`config.mk`:
```
export PLATFORM = sky130hd
export DESIGN_NAME = ocm_addr_remap
export DESIGN_NICKNAME = d
export VERILOG_FILES = /design/src/rtl/ocm_remap_pkg.sv /design/src/rtl/ocm_mode_ctl.sv /design/src/rtl/ocm_win_match.sv /design/src/rtl/ocm_dec_out.sv /design/src/rtl/ocm_addr_remap.sv
export SDC_FILE = /design/constraint.sdc
export NUM_CORES = 1
export LEC_CHECK = 0
export ABC_AREA = 0
export CORE_MARGIN = 2
export CORE_UTILIZATION = 30
export DETAILED_ROUTE_END_ITERATION = 10
export PLACE_DENSITY = 0.7
export SYNTH_ARGS = -nofsm -noshare
export SYNTH_HDL_FRONTEND = slang
export SYNTH_SLANG_ARGS = --single-unit
```
`constraint.sdc`:
```
create_clock -name clk -period 1.8 [get_ports clk]
set_input_delay 0.36 -clock clk [delete_from_list [all_inputs] [get_ports clk]]
set_output_delay 0.36 -clock clk [all_outputs]
set_load 0.01 [all_outputs]
```
`src/rtl/ocm_remap_pkg.sv`:
```
package ocm_remap_pkg;

    localparam int BUS_W = 32;

    typedef enum logic {
        MAP_SPLIT = 1'b0,
        MAP_FLAT  = 1'b1
    } map_mode_e;

    typedef struct packed {
        logic [BUS_W-1:0] base;
        logic [BUS_W-1:0] last;
        logic [BUS_W-1:0] ram_off;
        map_mode_e        mode;
    } win_desc_t;

    localparam int NUM_WIN = 3;

    function automatic logic [BUS_W-1:0] top_base(input int unsigned nbytes);
        return ~BUS_W'(nbytes) + BUS_W'(1);
    endfunction

    // window 0: low split part, 1: high split part, 2: flat window
    function automatic win_desc_t win_table(input int idx,
                                            input int unsigned ram_bytes,
                                            input int unsigned low_bytes);
        win_desc_t w;
        w.last = '1;
        case (idx)
            0: begin
                w.base    = '0;
                w.last    = BUS_W'(low_bytes) - BUS_W'(1);
                w.ram_off = '0;
                w.mode    = MAP_SPLIT;
            end
            1: begin
                w.base    = top_base(ram_bytes - low_bytes);
                w.ram_off = BUS_W'(low_bytes);
                w.mode    = MAP_SPLIT;
            end
            default: begin
                w.base    = top_base(ram_bytes);
                w.ram_off = '0;
                w.mode    = MAP_FLAT;
            end
        endcase
        return w;
    endfunction

endpackage

```
`src/rtl/ocm_mode_ctl.sv`:
```
module ocm_mode_ctl
    import ocm_remap_pkg::*;
(
    input  logic      clk,
    input  logic      rst,
    input  logic      remap_req,
    output map_mode_e mode_q
);

    always_ff @(posedge clk) begin
        if (rst) begin
            mode_q <= MAP_SPLIT;
        end else begin
            mode_q <= remap_req ? MAP_FLAT : MAP_SPLIT;
        end
    end

endmodule

```
`src/rtl/ocm_win_match.sv`:
```
module ocm_win_match
    import ocm_remap_pkg::*;
#(
    parameter win_desc_t WIN = '0,
    parameter int        BW  = 18
) (
    input  logic [BUS_W-1:0] addr,
    input  map_mode_e        mode,
    output logic             match,
    output logic [BW-3:0]    word_off
);

    logic [BUS_W-1:0] rel;
    logic             unused_rel;

    assign rel        = addr - WIN.base;
    assign match      = (mode == WIN.mode) && (addr >= WIN.base) && (addr <= WIN.last);
    assign word_off   = rel[BW-1:2] + WIN.ram_off[BW-1:2];
    assign unused_rel = ^{rel[BUS_W-1:BW], rel[1:0]};

endmodule

```
`src/rtl/ocm_dec_out.sv`:
```
module ocm_dec_out #(
    parameter int WA     = 16,
    parameter int BANK_W = 2
) (
    input  logic              clk,
    input  logic              rst,
    input  logic              valid,
    input  logic              hit_c,
    input  logic [WA-1:0]     word_c,
    output logic              hit,
    output logic              err,
    output logic [WA-1:0]     word_addr,
    output logic [BANK_W-1:0] bank_sel
);

    always_ff @(posedge clk) begin
        if (rst) begin
            hit       <= 1'b0;
            err       <= 1'b0;
            word_addr <= '0;
            bank_sel  <= '0;
        end else begin
            hit       <= valid & hit_c;
            err       <= valid & ~hit_c;
            word_addr <= (valid & hit_c) ? word_c : '0;
            bank_sel  <= (valid & hit_c) ? word_c[WA-1 -: BANK_W] : '0;
        end
    end

endmodule

```
`src/rtl/ocm_addr_remap.sv`:
```
module ocm_addr_remap
    import ocm_remap_pkg::*;
#(
    parameter int RAM_KIB  = 256,
    parameter int LOW_KIB  = 192,
    parameter int BANK_KIB = 64,
    localparam int RAM_BYTES = RAM_KIB * 1024,
    localparam int BW        = $clog2(RAM_BYTES),
    localparam int WA        = BW - 2,
    localparam int BANK_W    = $clog2(RAM_KIB / BANK_KIB)
) (
    input  logic              clk,
    input  logic              rst,
    input  logic              remap_req,
    input  logic              req_valid,
    input  logic [31:0]       req_addr,
    output logic              hit,
    output logic              err,
    output logic [WA-1:0]     word_addr,
    output logic [BANK_W-1:0] bank_sel
);

    localparam int LOW_BYTES = LOW_KIB * 1024;

    map_mode_e     map_mode;
    logic          map_flat;
    logic [NUM_WIN-1:0] win_hit;
    logic [WA-1:0] win_word [NUM_WIN];
    logic          hit_c;
    logic [WA-1:0] word_c;

    ocm_mode_ctl u_mode (
        .clk       (clk),
        .rst       (rst),
        .remap_req (remap_req),
        .mode_q    (map_mode)
    );

    assign map_flat = (map_mode == MAP_FLAT);

    for (genvar g = 0; g < NUM_WIN; g++) begin : g_win
        localparam win_desc_t WD = win_table(g, RAM_BYTES, LOW_BYTES);
        ocm_win_match #(
            .WIN (WD),
            .BW  (BW)
        ) u_win (
            .addr     (req_addr),
            .mode     (map_mode),
            .match    (win_hit[g]),
            .word_off (win_word[g])
        );
    end

    always_comb begin
        word_c = '0;
        for (int i = 0; i < NUM_WIN; i++) begin
            if (win_hit[i]) begin
                word_c = word_c | win_word[i];
            end
        end
    end

    assign hit_c = |win_hit;

    ocm_dec_out #(
        .WA     (WA),
        .BANK_W (BANK_W)
    ) u_out (
        .clk       (clk),
        .rst       (rst),
        .valid     (req_valid),
        .hit_c     (hit_c),
        .word_c    (word_c),
        .hit       (hit),
        .err       (err),
        .word_addr (word_addr),
        .bank_sel  (bank_sel)
    );

endmodule

```
# Word level (Yosys, flattened, before mapping)
# Index checks and enable logic that the tools add are counted.
[op_classes]
add_sub_neg = 3
multipliers = 0
div_mod_pow = 0
magnitude_cmp = 5
eq_ne = 0
shift = 0
muxes = 4
bitwise = 7
reduce_logical = 8
[op_table]
columns = ["cell", "count"]
rows = [
  ["32-bit greater-or-equal comparator (second input constant)", 2],
  ["16-bit 2-to-1 mux", 3],
  ["32-bit by 1-bit greater-or-equal comparator with 1-bit output (second input constant)", 1],
  ["32-bit by 18-bit less-or-equal comparator with 1-bit output (second input constant)", 1],
  ["32-bit less-or-equal comparator (second input constant)", 1],
  ["16-bit OR", 2],
  ["18-bit by 1-bit subtractor with 18-bit output (second input constant)", 1],
  ["18-bit subtractor (second input constant)", 1],
  ["16-bit adder (second input constant)", 1],
  ["1-bit logical AND", 6],
  ["1-bit NOT", 3],
  ["3-bit OR reduction", 1],
  ["1-bit bitwise AND", 2],
  ["2-bit OR reduction", 1],
  ["1-bit 2-to-1 mux", 1],
]
[totals]
regBits = 21
latch_bits = 0
ramBits = 0
rom_bits = 0
input_bits = 36
out_inout_bits = 20
wordCells = 32
n_memories = 0

# Depth between registers and ports, before layout
# Gate-level depths: netlist of run 1.
[depth]
word_depth = 8
ltp_mapped = 7
depth_no_buf = 6

# Modules after synthesis
# Synthesis of run 1 repeated with hierarchy kept, for this count alone.
[unflattened]
hier_cells = 147
hier_area_um2 = 1406.3
[modules_own_cells]
columns = ["mod", "instances", "cells_per_inst", "area_per_inst_um2"]
rows = [
  ["ocm_dec_out", 1, 41, 589.3],
  ["ocm_addr_remap", 1, 39, 285.3],
  ["ocm_win_match (g_win[1].u_win)", 1, 22, 173.9],
  ["ocm_win_match (g_win[0].u_win)", 1, 22, 167.7],
  ["ocm_win_match (g_win[2].u_win)", 1, 21, 156.4],
  ["ocm_mode_ctl", 1, 2, 33.8],
]

# Worst setup path before layout of run 1
# Ideal clock, no wire load.
[synth_timing]
path_kind = "input-to-reg"
startpoint = "in req_addr[16]"
endpoint = "reg u_out.word_addr[10]"
setup_ns = 0.115
arrival_time_ns = 1.401
slack_ns = 0.284
path_stages = 7
n_path_buf = 1
path_cell_list = "inv_1 ha_1 nand4_1 nor4_2 a211oi_2 buf_6 nor3_1"
[synth_between]
elab_chain_len = 8
[synth_lines]
columns = ["element", "line", "source"]
rows = [
  ["start: declaration", "ocm_addr_remap.sv:16", "input logic [31:0] req_addr,"],
  ["32-bit by 1-bit greater-or-equal comparator with 1-bit output", "ocm_win_match.sv:17", "assign match = (mode == WIN.mode) && (addr >= WIN.base) && (addr <= WIN.last);"],
  ["1-bit logical AND (2 in a row)", "ocm_win_match.sv:17", ""],
  ["16-bit 2-to-1 mux", "ocm_addr_remap.sv:57", "if (win_hit[i]) begin"],
  ["16-bit OR", "ocm_addr_remap.sv:58", "word_c = word_c | win_word[i];"],
  ["16-bit 2-to-1 mux", "ocm_addr_remap.sv:57", ""],
  ["16-bit OR", "ocm_addr_remap.sv:58", ""],
  ["16-bit 2-to-1 mux", "ocm_addr_remap.sv:57", ""],
  ["end signal: assignment", "ocm_dec_out.sv:25", "word_addr <= (valid & hit_c) ? word_c : '0;"],
  ["end: declaration", "ocm_dec_out.sv:12", "output logic [WA-1:0] word_addr,"],
]
# Several ways; a longest one is shown, not always the timed one.
# A chain may end at the register's enable or synchronous reset.

# Final worst setup path of run 1
[layout_timing]
startpoint = "in req_addr[17]"
endpoint = "reg u_out.err"
[layout_between]
elab_chain_len = 6
[layout_lines]
columns = ["element", "line", "source"]
rows = [
  ["32-bit by 1-bit greater-or-equal comparator with 1-bit output / 32-bit greater-or-equal comparator (equally long branches)", "ocm_win_match.sv:17", ""],
  ["1-bit logical AND (2 in a row)", "ocm_win_match.sv:17", ""],
  ["3-bit OR reduction (*)", "ocm_addr_remap.sv:63", "assign hit_c = |win_hit;"],
  ["1-bit NOT (*)", "ocm_dec_out.sv:24", "err <= valid & ~hit_c;"],
  ["1-bit bitwise AND (*)", "ocm_dec_out.sv:24", ""],
  ["end signal: assignment", "ocm_dec_out.sv:24", ""],
  ["end: declaration", "ocm_dec_out.sv:11", "output logic err,"],
]
# Every way passes the cells marked *; elsewhere a longest branch is shown, timed or not.

==> results.cfg, run 1 <==
[outcome]
status = completed

[finish]
layout_common_cells = 54 x clkdlybuf4s50_1, 19 x dfxtp_1, 17 x nand2_1, 11 x nor3_1, 9 x buf_4
drive_gt1_frac = 0.179
layout_commonest_cell = clkdlybuf4s50_1
layout.nets = 196
final_cells = 186
antenna_cells = 0
area_growth_pct = 89.2
stdcell_area_sq_um = 1550
n_fill_cell = 220

[sta]
setup_viol = 0
drv_slew = 0
timing.hold.ws_ns = 0.475
tightest_slew_ns = 0.365
fin_ws_ns = 0.0600
skew_ns = 0.00770
finalCriticalPeriod_ns = 1.74
slew_headroom = 0.755
hold_viol = 0
fin_crit_sh = 0.967
max_freq_ghz = 0.575

[power]
clkPwrFrac = 0.266
power.leakage_nw = 0.575
powerDensity_nw_per_um2 = 512
p_switching_w = 0.000187
power_frac_comb = 0.200
irDropWorstVdd_v = 0.000284
netSwitchingFraction = 0.236
p_int_w = 0.000607
total_power_w = 0.000794
seq_power_share = 0.534

[placed_design]
placed_cell_area_sq_um = 1450
port_buffers = 55
dp_cells = 180
gp_congestion = 0.736
dp_slack_ns = -0.735
place.detailed.hpwl_mm = 1.77

[drt]
wl_per_cell_um = 11.8
vias_per_cell = 4.82
ant_nets = 0
wl_mm = 2.19
vias = 897
route.detailed.drc = 0
drt_iter0_markers = 8
drt_pre_antenna_iters = 4

[yosys]
synth_area_sq_um = 820
netlist_instances = 91
synth.largest_area_cell = dfxtp_1
syn-num-nets = 130
synth_async_sr_flop_share = 0
yosys_warnings = 0
yosysUniqueCellTypes = 25
synthFlopType = dfxtp_1
synth_edf_count = 0
synth_area_leaders = dfxtp_1 46%, nor3_1 9.8%, nand2_1 7.8%
synth_top_area_share = 0.464
avgSynthCellArea_sq_um = 9.01
ys_seq_area_frac = 0.464
ys_seq_elements = 19

[clock_network]
clock_path_buffers = 2
numCtsBuffers = 3
cts_tree = built
clock_latency_ns = 0.29
htreeDepth = 1
root_buffer = clkbuf_4
clkTransAtPathRegs_ns = 0.11
cts.sinks = 19

[setup_path]
reg2reg_depth = 5
slowest_delay_ns = 0.48
worstSetupPathType = primary input to flip-flop
cp.depth = 7
slowest_stage = clkdlybuf4s50_1
endpoint_kind = flip-flop
critical_path.max_fanout = 6
critPathBufInv = 2
cp_cell_sequence = clkdlybuf4s50_1 -> ha_1 -> nand4_1 -> nor4_4 -> a211oi_4 -> buf_6 -> o21a_1
worstPathArrival_ns = 1.94
crit_required_ns = 2.00
path_delay_family = buffers and inverters
crit_path_start_kind = primary input

[floorplanning]
start_util = 0.325
fp-row-count = 18
die_w_um = 56.3
io_pins = 56
core_sq_um = 2520
die_height_um = 56.3
die_area_sq_um = 3170

[global_routing]
grt_start_max_net_pins = 18
grt_pass1_vias = 843
gr-total-overflow = 0
grt_pass1_wl_mm = 3.47
grt_usage = 0.137
grt_antenna_before_repair = 0

[worst_hold_path]
worstHoldPathCells = 4
min_path_type = primary input to flip-flop

[flow_run]
maxCapViolCount = 0
==> repair_timing <==
action | CTS | global route
pin swaps | 2 | 3
setup buffers | 2 | 0
setup endpoints to repair | 17 | 6
resized for setup | 2 | 10
hold buffers | 0 | 0
==> power by group through the flow <==
stage / Clock [W] / Sequential [W] / Combinational, W
global placement: 0 / 0.000434 / 0.000147
detailed placement: 0 / 0.000434 / 0.000149
finish: 0.000211 / 0.000424 / 0.000159
floorplan: 0 / 0.000434 / 0.0000403
global route: 0.000236 / 0.000424 / 0.000172
CTS: 0.000217 / 0.000424 / 0.000156
==> path summary, 6_finish.rpt <==
path                                                from                      endpoint  slack (ns)
worst max register to register  u_mode.mode_q$_SDFF_PP0_          u_out.err$_SDFF_PP0_        0.46
worst min-delay path                        req_addr[16]  u_out.bank_sel[0]$_SDFF_PP0_        0.47
worst min register to register  u_mode.mode_q$_SDFF_PP0_  u_out.bank_sel[1]$_SDFF_PP0_        0.70
worst max-delay path                        req_addr[17]          u_out.err$_SDFF_PP0_        0.06
==> Yosys cell counts, types with 2 or more instances <==
cell type   n
buf_4       2
clkbuf_1    2
nor3_1     16
nor2b_1     2
dfxtp_1    19
nand2_1    17
nand4_1     6
nor4_1      4
nand3_1     2
buf_6       2
ha_1        3
inv_1       3
==> cell families (layout without fill, tap and decap cells) <==
group,Yosys count,after routing,share of synthesized area
compound gates,6,6,0.0565
fa+ha+maj,3,3,0.0458
simple gates,53,53,0.354
xor+xnor,1,1,0.0107
flops,19,19,0.464
buf+inv,9,74,0.0687
==> sequential cells by signal (all words and copies together), names as in the netlist <==
register,count
u_out.bank_sel,2
u_out.word_addr,14
u_out.hit,1
u_out.err,1
u_mode.mode_q,1
==> through the flow <==
step | utilization | TNS (ns)
2_1_floorplan | - | 0
3_3_place_gp | 0.575 | -10.98
3_5_place_dp | 0.575 | -12.37
4_1_cts | 0.598 | 0
5_1_grt | 0.615 | -0.000144
6_report | 0.615 | 0
==> final cells by class <==
class | count | area [sq um] | area share
clock buffer | 3 | 22.5 | 0.0145
clock inverter | 1 | 5.00 | 0.00323
inverter | 3 | 11.3 | 0.00726
multi-input combinational | 63 | 430 | 0.278
sequential | 19 | 380 | 0.245
tap | 30 | 37.5 | 0.0242
timing repair buffer | 67 | 663 | 0.428
==> metal layers <==
metal / wire (um) / track usage
met3: 162 / 0.0346
met2: 1150 / 0.247
met1: 862 / 0.157
met4: 12 / 0.0408
met5: 0 / 0
==> tightest hold or removal path, delay by kind of cell <==
kind                   cells  cell delay (ns)
buffers and inverters      3             0.34
AND/OR/NAND/NOR            1             0.04
No activity file was read; power rests on OpenSTA's default activity.
==> run 2: changes to the inputs <==
--- a/config.mk
+++ b/config.mk
@@ -6,10 +6,12 @@
 export NUM_CORES = 1
 export LEC_CHECK = 0
 export ABC_AREA = 0
+export CELL_PAD_IN_SITES_DETAIL_PLACEMENT = 1
+export CELL_PAD_IN_SITES_GLOBAL_PLACEMENT = 1
 export CORE_MARGIN = 2
-export CORE_UTILIZATION = 30
+export CORE_UTILIZATION = 23
 export DETAILED_ROUTE_END_ITERATION = 10
-export PLACE_DENSITY = 0.7
+export PLACE_DENSITY_LB_ADDON = 0.1
 export SYNTH_ARGS = -nofsm -noshare
 export SYNTH_HDL_FRONTEND = slang
 export SYNTH_SLANG_ARGS = --single-unit
==> run 2 against run 1 <==
Compared with the run above: worst hold slack better by 0.13 ns; clock skew fell by 0.0063 ns; flip-flop and latch count did not move; sequential share of layout area down 0.24 points; clock-buffer cell count unchanged; final area rose by 0.97%; largest cell class unchanged; highest routed layer unchanged.
==> results.cfg, run 2 (synthesis results as in run 1) <==
[placed_design]
gp_congestion = 0.714
place.detailed.hpwl_mm = 2.13
port_buffers = 55
dp_cells = 199

[floorplanning]
start_util = 0.242
io_pins = 56
die_w_um = 63.7
die_height_um = 63.7
core_sq_um = 3390
die_area_sq_um = 4060
fp-row-count = 21

[finish]
drive_gt1_frac = 0.174
layout_commonest_cell = clkdlybuf4s50_1
reg_top3 = u_out.word_addr (14), u_out.bank_sel (2)
antenna_cells = 0
n_fill_cell = 409
layout.nets = 201
layout_common_cells = 55 x clkdlybuf4s50_1, 19 x dfxtp_1, 17 x nand2_1, 17 x buf_4, 15 x nor3_1
regMostFlops = u_out.word_addr
final_cells = 207
area_growth_pct = 91.0
fin_util = 0.462
multi_input_area_sq_um = 410
largest_reg_flops = 14
register_area_sq_um = 380

[power]
irDropWorstVdd_v = 0.000329
power.leakage_nw = 0.582
powerDensity_nw_per_um2 = 514

[clock_network]
htreeDepth = 1
numCtsBuffers = 3
clock_latency_ns = 0.30
cts_hold_buf = 0
clkTransAtPathRegs_ns = 0.11
clock_path_buffers = 2
root_buffer = clkbuf_4
cts.sinks = 19
cts_tree = built

[sta]
slew_headroom = 0.752
rsz0062_at_grt = yes
max_freq_ghz = 0.582
hold_viol = 0
fin_crit_sh = 0.954
setup_viol = 0
finalCriticalPeriod_ns = 1.72
skew_ns = 0.00140
tightest_slew_ns = 0.369
drv_slew = 0

[drt]
wl_per_cell_um = 12.5
drt_iter0_markers = 22
wl_mm = 2.60
vias_per_cell = 4.41
ant_nets = 0
drt_pre_antenna_iters = 4
route.detailed.drc = 0
vias = 913

[setup_path]
critical_path.max_fanout = 10
crit_path_start_kind = primary input
r2r_slack_ns = 0.41
worstPathArrival_ns = 1.92
reg2reg_depth = 5
r2r-end = u_out.err$_SDFF_PP0_
worstSetupPathType = primary input to flip-flop
crit_required_ns = 2.00
r2r-start = u_mode.mode_q$_SDFF_PP0_
endpoint_kind = flip-flop

[flow_run]
maxCapViolCount = 0

[global_routing]
grt_antenna_before_repair = 0
grt_pass1_vias = 983
grt_pass1_wl_mm = 4.54
grt_usage = 0.142
gr-total-overflow = 0
grt_start_max_net_pins = 18

[worst_hold_path]
min_to = u_mode.mode_q$_SDFF_PP0_
worstHoldStart = remap_req
worstHoldPathCells = 2
min_path_type = primary input to flip-flop

[outcome]
status = completed
[run 2: cell types whose count changed in the layout (fill, tap and decap cells not counted), moves of 2 or more]
cell / previous run / this run
nor3_2: 5 / 1
nor3_1: 11 / 15
buf_6: 2 / 0
buf_4: 9 / 17
[run 2: critical path: stages]
cell             delay, ns
clkdlybuf4s50_1       0.49
nand4_1               0.16
nor4_4                0.42
a21oi_2               0.12
buf_4                 0.19
o21a_1                0.17
[run 2: worst max path at each step]
| stage | start | endpoint | cells past startpoint |
|---|---|---|---|
| floorplan | req_addr[16] | u_out.word_addr[10]$_SDFF_PP0_ | 7 |
| global placement | req_addr[16] | u_out.hit$_SDFF_PP0_ | 7 |
| detailed placement | req_addr[16] | u_out.word_addr[7]$_SDFF_PP0_ | 7 |
| CTS | req_addr[16] | u_out.bank_sel[0]$_SDFF_PP0_ | 8 |
| global route | req_addr[22] | u_out.word_addr[1]$_SDFF_PP0_ | 6 |
| finish | req_addr[22] | u_out.err$_SDFF_PP0_ | 6 |
[run 2: layout make-up]
class / instances / area share
well taps: 46 / 0.0368
repair buffers: 72 / 0.433
clock buffers: 3 / 0.0144
clock inverters: 1 / 0.00320
flip-flops and latches: 19 / 0.243
inverters: 3 / 0.00719
multi-input cells: 63 / 0.262
[run 2: metal layers]
| metal | wire (um) | track usage | part of all wire | vias to the layer above |
|---|---|---|---|---|
| li1 | - | - | - | 456 |
| met3 | 156 | 0.0393 | 0.060 | 4 |
| met1 | 1070 | 0.158 | 0.41 | 425 |
| met4 | 35 | 0.0489 | 0.013 | 0 |
| met2 | 1340 | 0.257 | 0.51 | 28 |
| met5 | 0 | 0 | 0 | - |
[run 2: metrics by stage]
stage          TNS (ns)  power, W  hold slack [ns]  worst slack, ns  instance area [sq um]
4_1_cts               0  0.000815            0.599          0.00467                   1550
3_3_place_gp     -10.86  0.000587            0.640           -0.641                   1480
2_1_floorplan         0  0.000474            0.432            0.284                    820
6_report              0  0.000804            0.602           0.0831                   1570
3_5_place_dp     -11.08  0.000589            0.647           -0.670                   1480
5_1_grt         -0.0205  0.000849            0.608         -0.00987                   1570
[run 2: repair_timing]
item | 4_1_cts | 5_1_grt
setup buffers | 3 | 1
resized for setup | 2 | 2
setup endpoints to repair | 17 | 14
pin swaps | 1 | 2
hold endpoints to repair | 0 | 0
[run 2: power breakdown]
group / internal, W / switching (W) / total [W]
Combinational: 0.000104 / 0.0000581 / 0.000162
Clock: 0.0000828 / 0.000135 / 0.000218
Sequential: 0.000423 / 0.00000151 / 0.000424
Total: 0.000610 / 0.000194 / 0.000804
